`src/rtl/wsa_pkg.sv`:
```
package wsa_pkg;

  typedef logic [2:0] op_t;

  localparam op_t OP_MADD = 3'd2;
  localparam op_t OP_MSUB = 3'd3;
  localparam op_t OP_MCMP = 3'd4;
  localparam op_t OP_MSHL = 3'd5;
  localparam op_t OP_BADD = 3'd7;

  localparam logic [1:0] CMP_EQ = 2'b00;
  localparam logic [1:0] CMP_LT = 2'b01;
  localparam logic [1:0] CMP_GT = 2'b10;

  typedef enum logic [2:0] {
    ST_IDLE,
    ST_RX,
    ST_RM,
    ST_RY,
    ST_EX
  } seq_st_t;

  function automatic logic op_supported(input op_t o);
    return (o == OP_MADD) || (o == OP_MSUB) || (o == OP_MCMP) ||
           (o == OP_MSHL) || (o == OP_BADD);
  endfunction

endpackage

```
`src/rtl/wsa_word_alu.sv`:
```
module wsa_word_alu #(
  parameter int DW = 32
) (
  input  logic [DW-1:0] x,
  input  logic [DW-1:0] y,
  input  logic          cin,
  input  logic          sub,
  output logic [DW-1:0] r,
  output logic          cout
);

  logic [DW:0] acc;

  // Subtract as x + ~y + !borrow_in; borrow_out is the inverted carry.
  always_comb begin
    acc  = {1'b0, x} + {1'b0, (sub ? ~y : y)} + {{DW{1'b0}}, (sub ? ~cin : cin)};
    r    = acc[DW-1:0];
    cout = sub ? ~acc[DW] : acc[DW];
  end

endmodule

```
`src/rtl/wsa_datapath.sv`:
```
module wsa_datapath
  import wsa_pkg::*;
#(
  parameter int DW = 32
) (
  input  logic          clk,
  input  logic          rst_n,
  input  op_t           op,
  input  logic          fix_pass,
  input  logic          op_start,
  input  logic          chain_clr,
  input  logic          cap_a,
  input  logic          cap_b,
  input  logic          exec,
  input  logic          last_word,
  input  logic [DW-1:0] rdata,
  output logic [DW-1:0] wdata,
  output logic          need_fix,
  output logic [1:0]    cmp_res,
  output logic          ovf
);

  logic [DW-1:0] ra_q, ra_d, rb_q, rb_d;
  logic          cy_q, cy_d, tb_q, tb_d, eq_q, eq_d;
  logic [1:0]    cmp_q, cmp_d;
  logic          ovf_q, ovf_d;

  logic [DW-1:0] alu_x, alu_y, alu_r, shl_r, res, try_x, try_r;
  logic          alu_sub, alu_co, res_co, try_co, res_load, try_zero;

  // Operand routing for the main word ALU.
  always_comb begin
    alu_x   = ra_q;
    alu_y   = rdata;
    alu_sub = 1'b0;
    if (fix_pass) begin
      alu_sub = (op != OP_MSUB);
    end else begin
      if (op == OP_MADD) alu_y = rb_q;
      alu_sub = (op == OP_MSUB) || (op == OP_MCMP);
    end
  end

  wsa_word_alu #(.DW(DW)) u_main_alu (
    .x    (alu_x),
    .y    (alu_y),
    .cin  (cy_q),
    .sub  (alu_sub),
    .r    (alu_r),
    .cout (alu_co)
  );

  assign shl_r = {ra_q[DW-2:0], cy_q};

  always_comb begin
    if (!fix_pass && (op == OP_MSHL)) begin
      res    = shl_r;
      res_co = ra_q[DW-1];
    end else begin
      res    = alu_r;
      res_co = alu_co;
    end
  end

  // Trial subtraction of P running beside the main chain.
  assign try_x = (op == OP_MCMP) ? ra_q : res;

  wsa_word_alu #(.DW(DW)) u_try_alu (
    .x    (try_x),
    .y    (rdata),
    .cin  (tb_q),
    .sub  (1'b1),
    .r    (try_r),
    .cout (try_co)
  );

  assign try_zero = (try_r == '0);
  assign wdata    = res;
  assign res_load = exec && last_word && !fix_pass;

  always_comb begin
    need_fix = 1'b0;
    if (!fix_pass) begin
      if ((op == OP_MADD) || (op == OP_MSHL)) need_fix = res_co || !try_co;
      else if (op == OP_MSUB)                 need_fix = res_co;
    end
  end

  // Next-state logic.
  always_comb begin
    ra_d = cap_a ? rdata : ra_q;
    rb_d = cap_b ? rdata : rb_q;
    cy_d = cy_q;
    tb_d = tb_q;
    eq_d = eq_q;
    if (chain_clr) begin
      cy_d = 1'b0;
      tb_d = 1'b0;
      eq_d = 1'b1;
    end else if (exec) begin
      cy_d = res_co;
      tb_d = try_co;
      eq_d = eq_q && try_zero;
    end
    ovf_d = ovf_q;
    if (op_start)                            ovf_d = 1'b0;
    else if (res_load && (op == OP_BADD))    ovf_d = res_co;
    cmp_d = cmp_q;
    if (res_load && (op == OP_MCMP)) begin
      if (try_co)                  cmp_d = CMP_LT;
      else if (eq_q && try_zero)   cmp_d = CMP_EQ;
      else                         cmp_d = CMP_GT;
    end
  end

  always_ff @(posedge clk or negedge rst_n) begin
    if (!rst_n) begin
      ra_q  <= '0;
      rb_q  <= '0;
      cy_q  <= 1'b0;
      tb_q  <= 1'b0;
      eq_q  <= 1'b1;
      cmp_q <= CMP_EQ;
      ovf_q <= 1'b0;
    end else begin
      ra_q  <= ra_d;
      rb_q  <= rb_d;
      cy_q  <= cy_d;
      tb_q  <= tb_d;
      eq_q  <= eq_d;
      cmp_q <= cmp_d;
      ovf_q <= ovf_d;
    end
  end

  assign cmp_res = cmp_q;
  assign ovf     = ovf_q;

  AST_OVF_FROM_BADD: assert property (@(posedge clk) disable iff (!rst_n)
    $rose(ovf_q) |-> (op == OP_BADD));
  AST_CMP_HELD: assert property (@(posedge clk) disable iff (!rst_n)
    (op != OP_MCMP) |=> $stable(cmp_q));

endmodule

```
`src/rtl/wsa_sequencer.sv`:
```
module wsa_sequencer
  import wsa_pkg::*;
#(
  parameter int AW = 9,
  parameter int LW = 6
) (
  input  logic          clk,
  input  logic          rst_n,
  input  logic          start,
  input  op_t           mode_in,
  input  logic [LW-1:0] len_in,
  input  logic [AW-1:0] pa_in,
  input  logic [AW-1:0] pb_in,
  input  logic [AW-1:0] pp_in,
  input  logic [AW-1:0] pc_in,
  input  logic          need_fix,
  output op_t           op,
  output logic          fix_pass,
  output logic          op_start,
  output logic          chain_clr,
  output logic          cap_a,
  output logic          cap_b,
  output logic          exec,
  output logic          last_word,
  output logic          mem_re,
  output logic          mem_we,
  output logic [AW-1:0] mem_addr,
  output logic          busy,
  output logic          done
);

  seq_st_t       st_q, st_d;
  logic [LW-1:0] idx_q, idx_d, len_q;
  logic          fix_q, fix_d, done_q, done_d;
  op_t           op_q;
  logic [AW-1:0] pa_q, pb_q, pp_q, pc_q, ptr_y;
  logic          accept, three_rd, go_fix;

  assign accept   = (st_q == ST_IDLE) && start && op_supported(mode_in);
  assign three_rd = !fix_q && (op_q == OP_MADD);
  assign last_word = (idx_q == len_q);
  assign ptr_y    = (!fix_q && ((op_q == OP_MSUB) || (op_q == OP_BADD))) ? pb_q : pp_q;

  always_comb begin
    st_d     = st_q;
    idx_d    = idx_q;
    fix_d    = fix_q;
    done_d   = 1'b0;
    go_fix   = 1'b0;
    cap_a    = 1'b0;
    cap_b    = 1'b0;
    exec     = 1'b0;
    mem_re   = 1'b0;
    mem_we   = 1'b0;
    mem_addr = '0;
    case (st_q)
      ST_IDLE: begin
        if (accept) begin
          st_d  = ST_RX;
          idx_d = '0;
          fix_d = 1'b0;
        end
      end
      ST_RX: begin
        mem_re   = 1'b1;
        mem_addr = (fix_q ? pc_q : pa_q) + AW'(idx_q);
        st_d     = three_rd ? ST_RM : ST_RY;
      end
      ST_RM: begin
        mem_re   = 1'b1;
        mem_addr = pb_q + AW'(idx_q);
        cap_a    = 1'b1;
        st_d     = ST_RY;
      end
      ST_RY: begin
        mem_re   = 1'b1;
        mem_addr = ptr_y + AW'(idx_q);
        cap_a    = !three_rd;
        cap_b    = three_rd;
        st_d     = ST_EX;
      end
      ST_EX: begin
        exec     = 1'b1;
        mem_we   = (op_q != OP_MCMP);
        mem_addr = pc_q + AW'(idx_q);
        if (last_word) begin
          if (!fix_q && need_fix) begin
            go_fix = 1'b1;
            fix_d  = 1'b1;
            idx_d  = '0;
            st_d   = ST_RX;
          end else begin
            done_d = 1'b1;
            st_d   = ST_IDLE;
          end
        end else begin
          idx_d = idx_q + 1'b1;
          st_d  = ST_RX;
        end
      end
      default: st_d = ST_IDLE;
    endcase
  end

  always_ff @(posedge clk or negedge rst_n) begin
    if (!rst_n) begin
      st_q   <= ST_IDLE;
      idx_q  <= '0;
      fix_q  <= 1'b0;
      done_q <= 1'b0;
    end else begin
      st_q   <= st_d;
      idx_q  <= idx_d;
      fix_q  <= fix_d;
      done_q <= done_d;
    end
  end

  // Configuration is captured only when an operation is accepted.
  always_ff @(posedge clk or negedge rst_n) begin
    if (!rst_n) begin
      op_q  <= OP_MADD;
      len_q <= '0;
      pa_q  <= '0;
      pb_q  <= '0;
      pp_q  <= '0;
      pc_q  <= '0;
    end else if (accept) begin
      op_q  <= mode_in;
      len_q <= len_in;
      pa_q  <= pa_in;
      pb_q  <= pb_in;
      pp_q  <= pp_in;
      pc_q  <= pc_in;
    end
  end

  assign op        = op_q;
  assign fix_pass  = fix_q;
  assign op_start  = accept;
  assign chain_clr = accept || go_fix;
  assign busy      = (st_q != ST_IDLE);
  assign done      = done_q;

  AST_ONE_ACCESS: assert property (@(posedge clk) disable iff (!rst_n)
    !(mem_re && mem_we));
  AST_INDEX_RANGE: assert property (@(posedge clk) disable iff (!rst_n)
    busy |-> (idx_q <= len_q));
  AST_SINGLE_FIX: assert property (@(posedge clk) disable iff (!rst_n)
    (st_q == ST_EX && fix_q && last_word) |=> (st_q == ST_IDLE));
  AST_CFG_HELD: assert property (@(posedge clk) disable iff (!rst_n)
    busy |=> ($stable(len_q) && $stable(op_q) && $stable(pc_q)));
  AST_CMP_NO_WRITE: assert property (@(posedge clk) disable iff (!rst_n)
    (busy && op_q == OP_MCMP) |-> !mem_we);

endmodule

```
`src/rtl/wsmod_addsub.sv`:
```
module wsmod_addsub
  import wsa_pkg::*;
#(
  parameter int DW = 32,
  parameter int AW = 9,
  parameter int LW = 6
) (
  input  logic          clk,
  input  logic          rst_n,
  input  logic          start,
  input  logic [2:0]    op_code,
  input  logic [LW-1:0] len_code,
  input  logic [AW-1:0] ptr_a,
  input  logic [AW-1:0] ptr_b,
  input  logic [AW-1:0] ptr_p,
  input  logic [AW-1:0] ptr_c,
  output logic          mem_re,
  output logic          mem_we,
  output logic [AW-1:0] mem_addr,
  output logic [DW-1:0] mem_wdata,
  input  logic [DW-1:0] mem_rdata,
  output logic          busy,
  output logic          done,
  output logic [1:0]    cmp_res,
  output logic          ovf
);

  op_t  op;
  logic fix_pass, op_start, chain_clr, cap_a, cap_b, exec, last_word, need_fix;

  wsa_sequencer #(.AW(AW), .LW(LW)) u_seq (
    .clk       (clk),
    .rst_n     (rst_n),
    .start     (start),
    .mode_in   (op_code),
    .len_in    (len_code),
    .pa_in     (ptr_a),
    .pb_in     (ptr_b),
    .pp_in     (ptr_p),
    .pc_in     (ptr_c),
    .need_fix  (need_fix),
    .op        (op),
    .fix_pass  (fix_pass),
    .op_start  (op_start),
    .chain_clr (chain_clr),
    .cap_a     (cap_a),
    .cap_b     (cap_b),
    .exec      (exec),
    .last_word (last_word),
    .mem_re    (mem_re),
    .mem_we    (mem_we),
    .mem_addr  (mem_addr),
    .busy      (busy),
    .done      (done)
  );

  wsa_datapath #(.DW(DW)) u_dp (
    .clk       (clk),
    .rst_n     (rst_n),
    .op        (op),
    .fix_pass  (fix_pass),
    .op_start  (op_start),
    .chain_clr (chain_clr),
    .cap_a     (cap_a),
    .cap_b     (cap_b),
    .exec      (exec),
    .last_word (last_word),
    .rdata     (mem_rdata),
    .wdata     (mem_wdata),
    .need_fix  (need_fix),
    .cmp_res   (cmp_res),
    .ovf       (ovf)
  );

  AST_IDLE_QUIET: assert property (@(posedge clk) disable iff (!rst_n)
    !busy |-> (!mem_re && !mem_we));
  AST_DONE_PULSE: assert property (@(posedge clk) disable iff (!rst_n)
    done |=> !done);
  AST_DONE_AT_FALL: assert property (@(posedge clk) disable iff (!rst_n)
    $fell(busy) |-> done);

endmodule

```
`config.mk`:
```
export PLATFORM = sky130hd
export DESIGN_NAME = wsmod_addsub
export DESIGN_NICKNAME = d
export VERILOG_FILES = /design/src/rtl/wsa_pkg.sv /design/src/rtl/wsa_word_alu.sv /design/src/rtl/wsa_datapath.sv /design/src/rtl/wsa_sequencer.sv /design/src/rtl/wsmod_addsub.sv
export SDC_FILE = /design/constraint.sdc
export NUM_CORES = 1
export LEC_CHECK = 0
export BUFFER_PORTS_ARGS = -buffer_cell sky130_fd_sc_hd__buf_4
export CORE_UTILIZATION = 60
export DETAILED_ROUTE_END_ITERATION = 10
export PLACE_DENSITY = 0.93
export SLEW_MARGIN = 20
export SYNTH_ARGS = -nofsm -noshare
export SYNTH_HDL_FRONTEND = slang
export SYNTH_SLANG_ARGS = --single-unit
```
`constraint.sdc`:
```
create_clock -name clk -period 10 [get_ports clk]
set_clock_uncertainty 0.15 [all_clocks]
set_input_delay 3 -clock clk [delete_from_list [all_inputs] [get_ports clk]]
set_output_delay 3 -clock clk [all_outputs]
set_load 0.05 [all_outputs]
```
# After elaboration in Yosys (flattened, before gate mapping)
# Cells that the tools add are included.
# word_totals
regBits,126
inputBits,80
out_inout_bits,48
# classes
addsub,9
eq_ne,21
muxes,49
n_bitwise,6
n_reduce_logical,31
# ops
cell,count
$mux W32,5
$add A32 B32 Y33,2
$add A33 B1 Y33,2
$not A32 Y32,2
$add A9 B6 Y9,4
$pmux W9 S4,1
$logic_not A32 Y1,1
$mux W1,31
$eq A3 B3 Y1 const B,7
$eq A3 B2 Y1 const B,6
$mux W6,3
$mux W9,2
$pmux W3 S5,1
$pmux W6 S2,1
$logic_and A1 B1 Y1,11
$logic_or A1 B1 Y1,9
$add A6 B1 Y6 const B,1
$eq A6 B6 Y1,1
$ne A2 B1 Y1 const B,3
$ne A3 B3 Y1 const B,2
$reduce_bool A2 Y1,3
$mux W2,2
$not A1 Y1,4
$pmux W1 S2,2
other kinds (9),10

# Depth between registers and ports, before layout
# Gate-level depths: netlist (run 1).
# logic_depth
ltp_word,20
mapped_depth,32
depth_no_buf,30

# Hierarchy
# Synthesis (run 1) repeated with hierarchy kept, for this count alone.
# hier_totals
hier_cells,1235
area_unflattened_um2,11129.4
# modules_own_cells
module,instances,cells_per_inst,area_each_um2,seq_area_each_um2
wsa_datapath,1,295,3922.5,1752.9
wsa_sequencer,1,384,3198.1,1402.6
wsa_word_alu at u_dp.u_try_alu,1,284,2020.7,0.0
wsa_word_alu at u_dp.u_main_alu,1,272,1988.2,0.0

# Least setup slack after synthesis (run 1)
# Ideal clock, no wire load.
# synth_path
kind,input to output
startpoint,input mem_rdata[0]
endpoint,output mem_wdata[30]
arrival_ns,6.807
path_slack_ns,0.043
cell_stages,16
path_buffers,0
cell_sequence,mux2i_1 > xnor2_1 > fa_1 > inv_1 > fa_1 > nor2b_1 > o31ai_1 > a21oi_1 > a211o_1 > a41oi_2 > o21ai_0 > nor2b_1 > o22ai_1 > o21ai_1 > xnor2_1 > o21ai_0
# synth_between
elab_chain_cells,7
# synth_lines
element,line,text
from (decl),wsmod_addsub.sv:21,"input logic [DW-1:0] mem_rdata,"
$mux W32,wsa_datapath.sv:39,if (op == OP_MADD) alu_y = rb_q;
$mux W32 (*),wsa_datapath.sv:36,if (fix_pass) begin
$not A32 Y32,wsa_word_alu.sv:16,"acc = {1'b0, x} + {1'b0, (sub ? ~y : y)} + {{DW{1'b0}}, (sub ? ~cin : cin)};"
$mux W32 (*),wsa_word_alu.sv:16,
$add A32 B32 Y33 (*),wsa_word_alu.sv:16,
$add A33 B1 Y33 (*),wsa_word_alu.sv:16,
$mux W32 (*),wsa_datapath.sv:56,if (!fix_pass && (op == OP_MSHL)) begin
to (decl),wsmod_addsub.sv:20,"output logic [DW-1:0] mem_wdata,"
# Mark *: on every way between the ends. The rest lies on a longest branch, timed or not.

# Worst setup path after layout (run 1)
# layout_path
startpoint,input mem_rdata[0]
endpoint,output mem_wdata[31]
# The elaborated chain is that of the path after synthesis.

==> results.json, run 1 <==
{
  "maxSlewViolCount": 0,
  "final_hold_viol_count": 0,
  "timing.setup.tns_ps": 0,
  "cts_tree": "yes",
  "layout_min_cycle_time_ps": 9716,
  "postSynth.asyncResetShare_pct": 100.0,
  "die_h_um": 134.9,
  "dr.first_iter.drc_count": 793,
  "finalWeightedCongestion": 0.9599,
  "grt_pass1_wl_mm": 48.21,
  "drt-wirelength-per-cell_um": 19.34,
  "drc_errors": 0,
  "yosys.cell_types.count": 72,
  "status": "completed",
  "htree_num_levels": 4,
  "core_um2": 17300,
  "clock_sink_count": 126,
  "syn-num-nets": 1345,
  "place.detailed.instances": 1504,
  "detailed_place.area_um2": 11770,
  "initial_core_util_pct": 61.27,
  "antenna_found_initial": 0,
  "regArea_um2": 3156,
  "max_clock_freq_ghz": 0.1029,
  "finalSetupViolations": 0,
  "gr-usage-all-layers_pct": 33.70,
  "startpoint": "mem_rdata[0]",
  "cts_buffers": 17,
  "cts.path.max_buffers": 2,
  "crit_path_max_fanout": 4,
  "horiz_die_dim_um": 134.9,
  "worst_skew_pair.late_latency_ps": 430,
  "grt_pass1_vias": 9780,
  "rr_startpoint": "u_seq.op[2]",
  "route.detailed.vias_per_inst": 6.331,
  "layout_worst_path_cycle_share_pct": 97.16,
  "place.port_buffers": 127,
  "global_route.overflow_total": 0,
  "postSynthRegisterBits": 126,
  "post_cts_resized": 0,
  "hpwlAfterDp_mm": 21.57,
  "finish.cell_count_without_fillers": 1536,
  "filler_cell_count": 1260,
  "area_of_the_multi_input_gates_um2": 7028,
  "yosysWarningCount": 0,
  "syn2layout_area_growth_pct": 16.84,
  "timing_worst_slew_pin_value_ps": 1022,
  "critPathCaptureType": "primary output",
  "die-area_um2": 18200,
  "ports": 128,
  "cp_data_required_time_ps": 6850,
  "hold_class": "flip-flop to flip-flop",
  "avgSynthCellArea_um2": 8.898,
  "layout.nets": 1452,
  "syn-instance-count": 1191,
  "cts_root_buf": "sky130_fd_sc_hd__clkbuf_16",
  "synth_sequential_area_ratio_pct": 29.78,
  "post-route-util_pct": 71.59,
  "detailedRoute.firstPassIterationCount": 6,
  "routed_wl_mm": 29.71,
  "netlist_area_um2": 10600,
  "cp_data_arrival_time_ps": 6570,
  "post-route-cell-area_um2": 12380,
  "row_count": 48,
  "path_clk_slew_ps": 60,
  "grt_setup_unrepaired": "no",
  "route.vias.total": 9724,
  "synth-main-ff-cell": "sky130_fd_sc_hd__dfrtp_1",
  "grt_start_max_net_pins": 70,
  "final_antenna_net_count": 0,
  "max-slew-margin-rel_pct": 31.88,
  "start_kind": "primary input",
  "drv.max_cap_violation_count": 0,
  "final_layout_size_suffix_gt1_share_pct": 25.32,
  "hold_buffers": 0,
  "setup.worst_path.class": "primary input to primary output",
  "synth_enable_flop_cells": 0,
  "min-delay-start": "u_dp.cmp_res[1]",
  "timing.reg2reg.worst_path_depth": 28,
  "hold_path_depth": 2,
  "post-cts-setup-buffers": 0,
  "antenna_cells": 0
}
[layer usage]
metal / up-vias / routed length [um] / part of all wire, % / track usage, %
li1: 4477 / - / - / -
met1: 4656 / 11690 / 39 / 41.12
met2: 486 / 14230 / 48 / 55.70
met3: 105 / 2601 / 8.8 / 8.183
met4: 0 / 1185 / 4.0 / 16.48
met5: - / 0 / 0 / 0
[critical path: stages]
cell	delay (ps)
sky130_fd_sc_hd__buf_4	120
sky130_fd_sc_hd__mux2i_1	150
sky130_fd_sc_hd__xnor2_1	100
sky130_fd_sc_hd__fa_1	420
sky130_fd_sc_hd__a21o_1	180
sky130_fd_sc_hd__a21oi_1	310
sky130_fd_sc_hd__o21ai_0	220
sky130_fd_sc_hd__a31oi_1	200
sky130_fd_sc_hd__buf_4	170
sky130_fd_sc_hd__o41ai_2	90
sky130_fd_sc_hd__a211o_1	380
sky130_fd_sc_hd__a21oi_1	180
sky130_fd_sc_hd__o21ai_1	130
sky130_fd_sc_hd__a311oi_1	340
sky130_fd_sc_hd__xor2_1	250
sky130_fd_sc_hd__o21ai_1	120
sky130_fd_sc_hd__buf_4	210
[registers in the layout, indices dropped and copies added (netlist names)]
name,cells
u_dp.alu_x,32
u_dp.rb_q,32
u_seq.pa_q,9
u_seq.pb_q,9
u_seq.pc_q,9
u_seq.pp_q,9
u_seq.idx_q,6
u_seq.len_q,6
u_seq.op,3
u_seq.st_q,3
u_dp.cmp_res,2
u_dp.cy_q,1
u_dp.eq_q,1
u_dp.ovf,1
u_dp.tb_q,1
u_seq.done,1
u_seq.fix_pass,1
[cells in the mapped netlist, types with 12 or more instances]
cell | count | area share, %
sky130_fd_sc_hd__o22ai_1 | 15 | 0.89
sky130_fd_sc_hd__mux2_2 | 123 | 13
sky130_fd_sc_hd__xor2_1 | 26 | 2.1
sky130_fd_sc_hd__a21o_1 | 28 | 2.0
sky130_fd_sc_hd__a21oi_1 | 95 | 4.5
sky130_fd_sc_hd__a31oi_1 | 16 | 0.94
sky130_fd_sc_hd__nand2_1 | 100 | 3.5
sky130_fd_sc_hd__nand3_1 | 22 | 1.0
sky130_fd_sc_hd__nor2_1 | 112 | 4.0
sky130_fd_sc_hd__o21ai_0 | 51 | 2.4
sky130_fd_sc_hd__inv_1 | 62 | 2.2
sky130_fd_sc_hd__xnor2_1 | 63 | 5.2
sky130_fd_sc_hd__nand2b_1 | 12 | 0.71
sky130_fd_sc_hd__nor2b_1 | 14 | 0.83
sky130_fd_sc_hd__ha_1 | 69 | 8.1
sky130_fd_sc_hd__clkbuf_1 | 38 | 1.3
sky130_fd_sc_hd__nand4_1 | 14 | 0.83
sky130_fd_sc_hd__mux2i_1 | 40 | 3.8
sky130_fd_sc_hd__dfrtp_1 | 124 | 29
sky130_fd_sc_hd__nor3_1 | 17 | 0.80
[per-stage QoR]
stage	hold WS [ps]	setup slack, ps
floorplan	330.0	43.32
global placement	313.9	402.4
detailed placement	324.7	346.5
CTS	337.8	261.6
global route	367.5	90.38
finish	337.5	284.3
[logic make-up after synthesis]
group / count (synthesis) / share of synthesized area, %
flops: 126 / 29.78
mux: 163 / 16.85
simple gates: 336 / 14.70
xor+xnor: 89 / 7.355
fa+ha+maj: 74 / 9.091
compound gates: 286 / 17.89
buf+inv: 117 / 4.345
[cell type report]
class                      instances  share of cell area, %
timing repair buffer             143                  8.670
clock inverter                    14                  1.465
clock buffer                      18                  3.466
inverter                          62                  1.880
sequential                       126                  25.49
multi-input combinational        948                  56.76
tap                              225                  2.274
[cell usage in the layout, fill, tap and decap left out, types with 4 or more instances in the layout]
| cell type | count |
|---|---|
| sky130_fd_sc_hd__a21oi_1 | 94 |
| sky130_fd_sc_hd__o21ai_0 | 51 |
| sky130_fd_sc_hd__o211ai_1 | 7 |
| sky130_fd_sc_hd__a211oi_2 | 4 |
| sky130_fd_sc_hd__nor4_1 | 5 |
| sky130_fd_sc_hd__and2_1 | 9 |
| sky130_fd_sc_hd__nand2b_1 | 12 |
| sky130_fd_sc_hd__or2_2 | 6 |
| sky130_fd_sc_hd__a31oi_1 | 16 |
| sky130_fd_sc_hd__o221ai_1 | 5 |
| sky130_fd_sc_hd__clkbuf_16 | 17 |
| sky130_fd_sc_hd__a311oi_1 | 4 |
| sky130_fd_sc_hd__nand4_1 | 14 |
| sky130_fd_sc_hd__mux2i_1 | 40 |
| sky130_fd_sc_hd__a211oi_1 | 6 |
| sky130_fd_sc_hd__inv_1 | 62 |
| sky130_fd_sc_hd__and3_1 | 6 |
| sky130_fd_sc_hd__o21bai_1 | 6 |
| sky130_fd_sc_hd__nor3b_1 | 4 |
| sky130_fd_sc_hd__dfrtp_1 | 124 |
| sky130_fd_sc_hd__buf_4 | 143 |
| sky130_fd_sc_hd__a21o_1 | 28 |
| sky130_fd_sc_hd__nor2b_1 | 14 |
| sky130_fd_sc_hd__o21a_1 | 5 |
| sky130_fd_sc_hd__xnor2_1 | 63 |
| sky130_fd_sc_hd__o21ai_1 | 4 |
| sky130_fd_sc_hd__nor2_1 | 111 |
| sky130_fd_sc_hd__o22ai_1 | 15 |
| sky130_fd_sc_hd__a211o_1 | 4 |
| sky130_fd_sc_hd__mux2_2 | 123 |
| sky130_fd_sc_hd__ha_1 | 69 |
| sky130_fd_sc_hd__nand2_1 | 100 |
| sky130_fd_sc_hd__fa_1 | 5 |
| sky130_fd_sc_hd__xor2_1 | 26 |
| sky130_fd_sc_hd__inv_6 | 5 |
| sky130_fd_sc_hd__nand3_1 | 22 |
| sky130_fd_sc_hd__nor3_1 | 15 |
[worst paths after layout]
check	to	slack, ps
max reg2reg	u_dp.cmp_res[1]	1550
min in group asynchronous	u_dp.rb_q[0]	2500
min	u_dp.cmp_res[1]	340
max	mem_wdata[31]	280
min reg2reg	u_dp.cmp_res[1]	340
max in group asynchronous	u_seq.st_q[0]	5760
Power of run 1 is not shown: default switching activity piles up to over one toggle a cycle in this logic, so the estimate is an artifact.
==> run 2, diff against run 1 <==
CAP_MARGIN = 20   (was default)
MAX_ROUTING_LAYER = met4   (was default)
==> run 2 against run 1 <==
Effect of this change: hold slack worse by 9.5 ps; clock-buffer cell count stayed put; worst setup slack worse by 120 ps; utilization about the same; critical path type unchanged; critical endpoint is now mem_wdata[30]; highest routed layer unchanged.
==> results.json, run 2 (same netlist as run 1, synthesis figures left out) <==
{
  "status": "completed",
  "regToRegSetupSlack_ps": 1680,
  "layout.nets": 1451,
  "cts_buffers": 17,
  "timing.reg2reg.worst_path_depth": 29,
  "crit_buf_inv": 3,
  "finalHoldWorstSlack_ps": 328.1,
  "layout.cells.most_common": "sky130_fd_sc_hd__buf_4",
  "grt_pass1_wl_mm": 47.88,
  "gr-usage-all-layers_pct": 34.68,
  "cp_cell_sequence": "buf_4 > mux2i_1 > xnor2_1 > fa_1 > inv_1 > fa_1 > nor2b_1 > o31ai_1 > a21oi_1 > a211o_1 > a41oi_2 > o21ai_0 > nor2b_1 > o22ai_1 > o21ai_1 > xnor2_1 > o21ai_0 > buf_4",
  "cts_root_buf": "sky130_fd_sc_hd__clkbuf_16",
  "die-area_um2": 18200,
  "post-cts-setup-buffers": 0,
  "initial_core_util_pct": 61.27,
  "timing_worst_slew_pin_value_ps": 1052,
  "detailed_place.area_um2": 11760,
  "die_h_um": 134.9,
  "finalWeightedCongestion": 0.9468,
  "critPathMaxStageDelay_ps": 420,
  "timing.critical_path.max_delay_family": "compound AO/OA/AOI/OAI gates",
  "maxSlewViolCount": 0,
  "drt-wirelength-per-cell_um": 19.45,
  "horiz_die_dim_um": 134.9,
  "filler_cell_count": 1308,
  "post_cts_resized": 0,
  "final_antenna_net_count": 0,
  "final_hold_viol_count": 0,
  "hold_buffers": 0,
  "place.port_buffers": 127,
  "grt_setup_unrepaired": "no",
  "cts_tree": "yes",
  "worst_skew_pair.late_latency_ps": 440,
  "drv.max_cap_violation_count": 0,
  "core_um2": 17300,
  "critical_path_depth": 18,
  "antenna_found_initial": 0,
  "cp_data_arrival_time_ps": 6690,
  "dr.first_iter.drc_count": 842,
  "htree_num_levels": 4,
  "cts.path.max_buffers": 2,
  "syn2layout_area_growth_pct": 16.79,
  "route.vias.total": 9705,
  "row_count": 48,
  "global_route.overflow_total": 0,
  "hold_class": "flip-flop to flip-flop",
  "clock_sink_count": 126,
  "cp_data_required_time_ps": 6850,
  "route.detailed.vias_per_inst": 6.322,
  "detailedRoute.firstPassIterationCount": 7,
  "max_clock_freq_ghz": 0.1017,
  "grt_start_max_net_pins": 72,
  "hold_path_depth": 2,
  "path_clk_slew_ps": 60,
  "layout_min_cycle_time_ps": 9837,
  "finalSetupViolations": 0,
  "antenna_cells": 0,
  "setup.worst_path.class": "primary input to primary output",
  "ports": 128,
  "layout_worst_path_cycle_share_pct": 98.37,
  "final_layout_size_suffix_gt1_share_pct": 25.27,
  "grt_pass1_vias": 9608,
  "max-slew-margin-rel_pct": 29.86,
  "routed_wl_mm": 29.86,
  "critPathCaptureType": "primary output",
  "timing.setup.tns_ps": 0,
  "drc_errors": 0,
  "critical_path.slowest_cell": "sky130_fd_sc_hd__fa_1",
  "crit_path_max_fanout": 4,
  "start_kind": "primary input",
  "post-route-cell-area_um2": 12380,
  "hpwlAfterDp_mm": 21.78,
  "commonest_cells_after_routing_fill_and_taps_aside": "sky130_fd_sc_hd__buf_4, sky130_fd_sc_hd__dfrtp_1, sky130_fd_sc_hd__mux2_2"
}
## run 2: changes by cell type in the layout (fill, tap and decap cells not counted), sizes merged
cell	delta
buf	-1
## run 2: worst paths after layout
kind	from	end
max	mem_rdata[0]	mem_wdata[30]
min	u_dp.cmp_res[1]	u_dp.cmp_res[1]
max reg2reg	u_seq.op[2]	u_dp.cmp_res[1]
min reg2reg	u_dp.cmp_res[1]	u_dp.cmp_res[1]
min in group asynchronous	rst_n	u_dp.rb_q[0]
max in group asynchronous	rst_n	u_seq.idx_q[2]
## run 2: cell type report
| cell class | count | area [um2] | share of cell area [%] |
|---|---|---|---|
| Clock inverter | 14 | 178.9 | 1.446 |
| Inverter | 62 | 232.7 | 1.880 |
| Clock buffer | 18 | 439.2 | 3.548 |
| Multi-Input combinational cell | 948 | 7023 | 56.74 |
| Timing Repair Buffer | 142 | 1066 | 8.613 |
| Tap cell | 225 | 281.5 | 2.275 |
| Sequential cell | 126 | 3156 | 25.50 |
## run 2: per-stage QoR
stage          util [%]  setup WS [ps]  std cells
4_1_cts           71.56          222.6       1535
3_5_place_dp      67.98          259.4       1503
5_1_grt           71.56          8.686       1535
3_3_place_gp      67.98          331.2       1503
2_1_floorplan         -          43.32       1191
6_report          71.56          163.4       1535
## run 2: per-layer routing
metal | part of all wire, % | vias to the layer above | global-route usage [%]
met4 | 3.4 | 0 | 15.23
met5 | 0 | - | -
li1 | - | 4477 | -
met2 | 48 | 491 | 56.84
met3 | 7.5 | 92 | 6.907
met1 | 41 | 4645 | 41.33
## run 2: worst register-to-register path, delay by kind of cell (launching register included)
kind / cells / cell delay [ps]
compound gates: 14 / 3320
simple gates: 9 / 2480
fa+ha+maj: 2 / 790
buf+inv: 2 / 650
flops: 1 / 410
xor+xnor: 2 / 380
Power of run 2 is left out for the same reason.
==> run 3, diff against run 2 <==
CELL_PAD_IN_SITES_DETAIL_PLACEMENT = 1   (was default)
CELL_PAD_IN_SITES_GLOBAL_PLACEMENT = 1   (was default)
CORE_UTILIZATION = 46   (was 60)
==> run 3 against run 2 <==
Effect of this change: hold slack better by 32 ps; first-iteration DRC count down 36%; routed wire length up 17%; fmax up 0.82%; global-route usage down 3.4 points; worst setup slack better by 80 ps; flip-flop and latch count unchanged; utilization down 17 points; sequential share of layout area down 0.11 points.
==> results.json, run 3 (same netlist as run 1, synthesis figures left out) <==
{
  "layout_worst_path_cycle_share_pct": 97.57,
  "grt_setup_unrepaired": "no",
  "route.detailed.vias_per_inst": 6.133,
  "crit_buf_inv": 3,
  "commonest_cells_after_routing_fill_and_taps_aside": "sky130_fd_sc_hd__buf_4, sky130_fd_sc_hd__dfrtp_1, sky130_fd_sc_hd__mux2_2",
  "filler_cell_count": 2606,
  "hold_buffers": 0,
  "final_hold_viol_count": 0,
  "min_delay_worst_endpoint": "u_dp.rb_q[5]",
  "timing_worst_slew_pin_value_ps": 1044,
  "cts_buffers": 17,
  "post-route-util_pct": 54.91,
  "drv.max_cap_violation_count": 0,
  "detailedRoute.firstPassIterationCount": 5,
  "path_common_cell": "sky130_fd_sc_hd__buf_4",
  "cts_root_buf": "sky130_fd_sc_hd__clkbuf_16",
  "clock_sink_count": 126,
  "status": "completed",
  "hpwlAfterDp_mm": 25.09,
  "hold_class": "flip-flop to flip-flop",
  "cts_tree": "yes",
  "drt-wirelength-per-cell_um": 21.95,
  "setup.worst_path.class": "primary input to primary output",
  "core_um2": 22640,
  "cp_cell_sequence": "buf_4 > mux2i_1 > xnor2_1 > fa_1 > a21o_1 > a21oi_2 > o21ai_0 > a31oi_1 > buf_4 > o41ai_2 > a211o_1 > a21oi_1 > o21ai_1 > a311oi_1 > xor2_1 > o21ai_1 > buf_4",
  "syn2layout_area_growth_pct": 17.31,
  "finalSetupViolations": 0,
  "rr_startpoint": "u_seq.op[2]",
  "gr-usage-all-layers_pct": 31.29,
  "regToRegSetupSlack_ps": 1630,
  "start_kind": "primary input",
  "final_antenna_net_count": 0,
  "global_route.overflow_total": 0,
  "antenna_found_initial": 0,
  "drc_errors": 0,
  "htree_num_levels": 4,
  "regArea_um2": 3156,
  "area_of_the_multi_input_gates_um2": 7038,
  "timing.critical_path.max_delay_family": "compound AO/OA/AOI/OAI gates",
  "place.port_buffers": 127,
  "final_layout_size_suffix_gt1_share_pct": 25.44,
  "antenna_cells": 0,
  "post-route-cell-area_um2": 12430,
  "post_cts_resized": 0,
  "crit_path_max_fanout": 4,
  "routed_wl_mm": 34.99,
  "row_count": 55,
  "critPathMaxStageDelay_ps": 450,
  "die_h_um": 153.8,
  "hold_path_depth": 1,
  "cp_data_required_time_ps": 6850,
  "route.vias.total": 9776,
  "worst_skew_pair.late_latency_ps": 440,
  "grt_pass1_vias": 10901,
  "post-cts-setup-buffers": 0,
  "timing.reg2reg.worst_path_depth": 26,
  "r2r_end": "u_dp.cmp_res[1]",
  "detailed_place.area_um2": 11830,
  "critPathCaptureType": "primary output",
  "maxSlewViolCount": 0,
  "cp_data_arrival_time_ps": 6610,
  "horiz_die_dim_um": 153.8,
  "cts.path.max_buffers": 2,
  "grt_pass1_wl_mm": 56.80,
  "timing.setup.tns_ps": 0,
  "grt_start_max_net_pins": 79,
  "critical_path.slowest_cell": "sky130_fd_sc_hd__fa_1",
  "layout.nets": 1450,
  "die-area_um2": 23650,
  "dr.first_iter.drc_count": 541,
  "finalWeightedCongestion": 0.9080,
  "layout.cells.most_common": "sky130_fd_sc_hd__buf_4",
  "min-delay-start": "u_dp.rb_q[5]",
  "max-slew-margin-rel_pct": 30.40,
  "initial_core_util_pct": 46.81,
  "ports": 128,
  "layout_min_cycle_time_ps": 9757,
  "path_clk_slew_ps": 70,
  "max_clock_freq_ghz": 0.1025
}
[run 3: area by class of cell]
type                            count  share of cell area [%]
Clock inverter                     15                   1.329
Multi-Input combinational cell    948                   56.61
Timing Repair Buffer              141                   8.515
Clock buffer                       17                   3.422
Tap cell                          285                   2.868
Sequential cell                   126                   25.38
Inverter                           62                   1.872
[run 3: worst max path at each step]
stage	from	end	slack [ps]	depth (start not counted)
finish	mem_rdata[0]	mem_wdata[31]	240	17
global route	mem_rdata[0]	mem_wdata[30]	20	18
CTS	mem_rdata[0]	mem_wdata[30]	90	18
detailed placement	mem_rdata[0]	mem_wdata[30]	180	18
global placement	mem_rdata[0]	mem_wdata[30]	300	18
floorplan	mem_rdata[0]	mem_wdata[30]	40	16
[run 3: worst reg2reg max path, delay by kind of cell, from the launching register on]
kind            cells  cell delay (ps)
xor+xnor            2              360
compound gates     11             3090
simple gates       10             2970
fa+ha+maj           2              810
flops               1              410
buf+inv             1              470
[run 3: per-stage QoR]
step / cells / setup slack (ps) / hold WS, ps
6_report: 1594 / 243.4 / 360.0
5_1_grt: 1594 / 20.78 / 374.4
4_1_cts: 1594 / 90.67 / 361.9
3_5_place_dp: 1562 / 181.3 / 345.9
3_3_place_gp: 1562 / 304.7 / 339.4
2_1_floorplan: 1191 / 43.32 / 330.0
[run 3: layer usage]
layer | up-vias | global-route usage [%] | part of all wire [%]
met5 | - | - | 0
met4 | 0 | 16.10 | 4.2
met3 | 125 | 4.820 | 4.2
met2 | 319 | 52.51 | 49
met1 | 4862 | 36.26 | 42
li1 | 4470 | - | -
Power of run 3 is left out for the same reason.
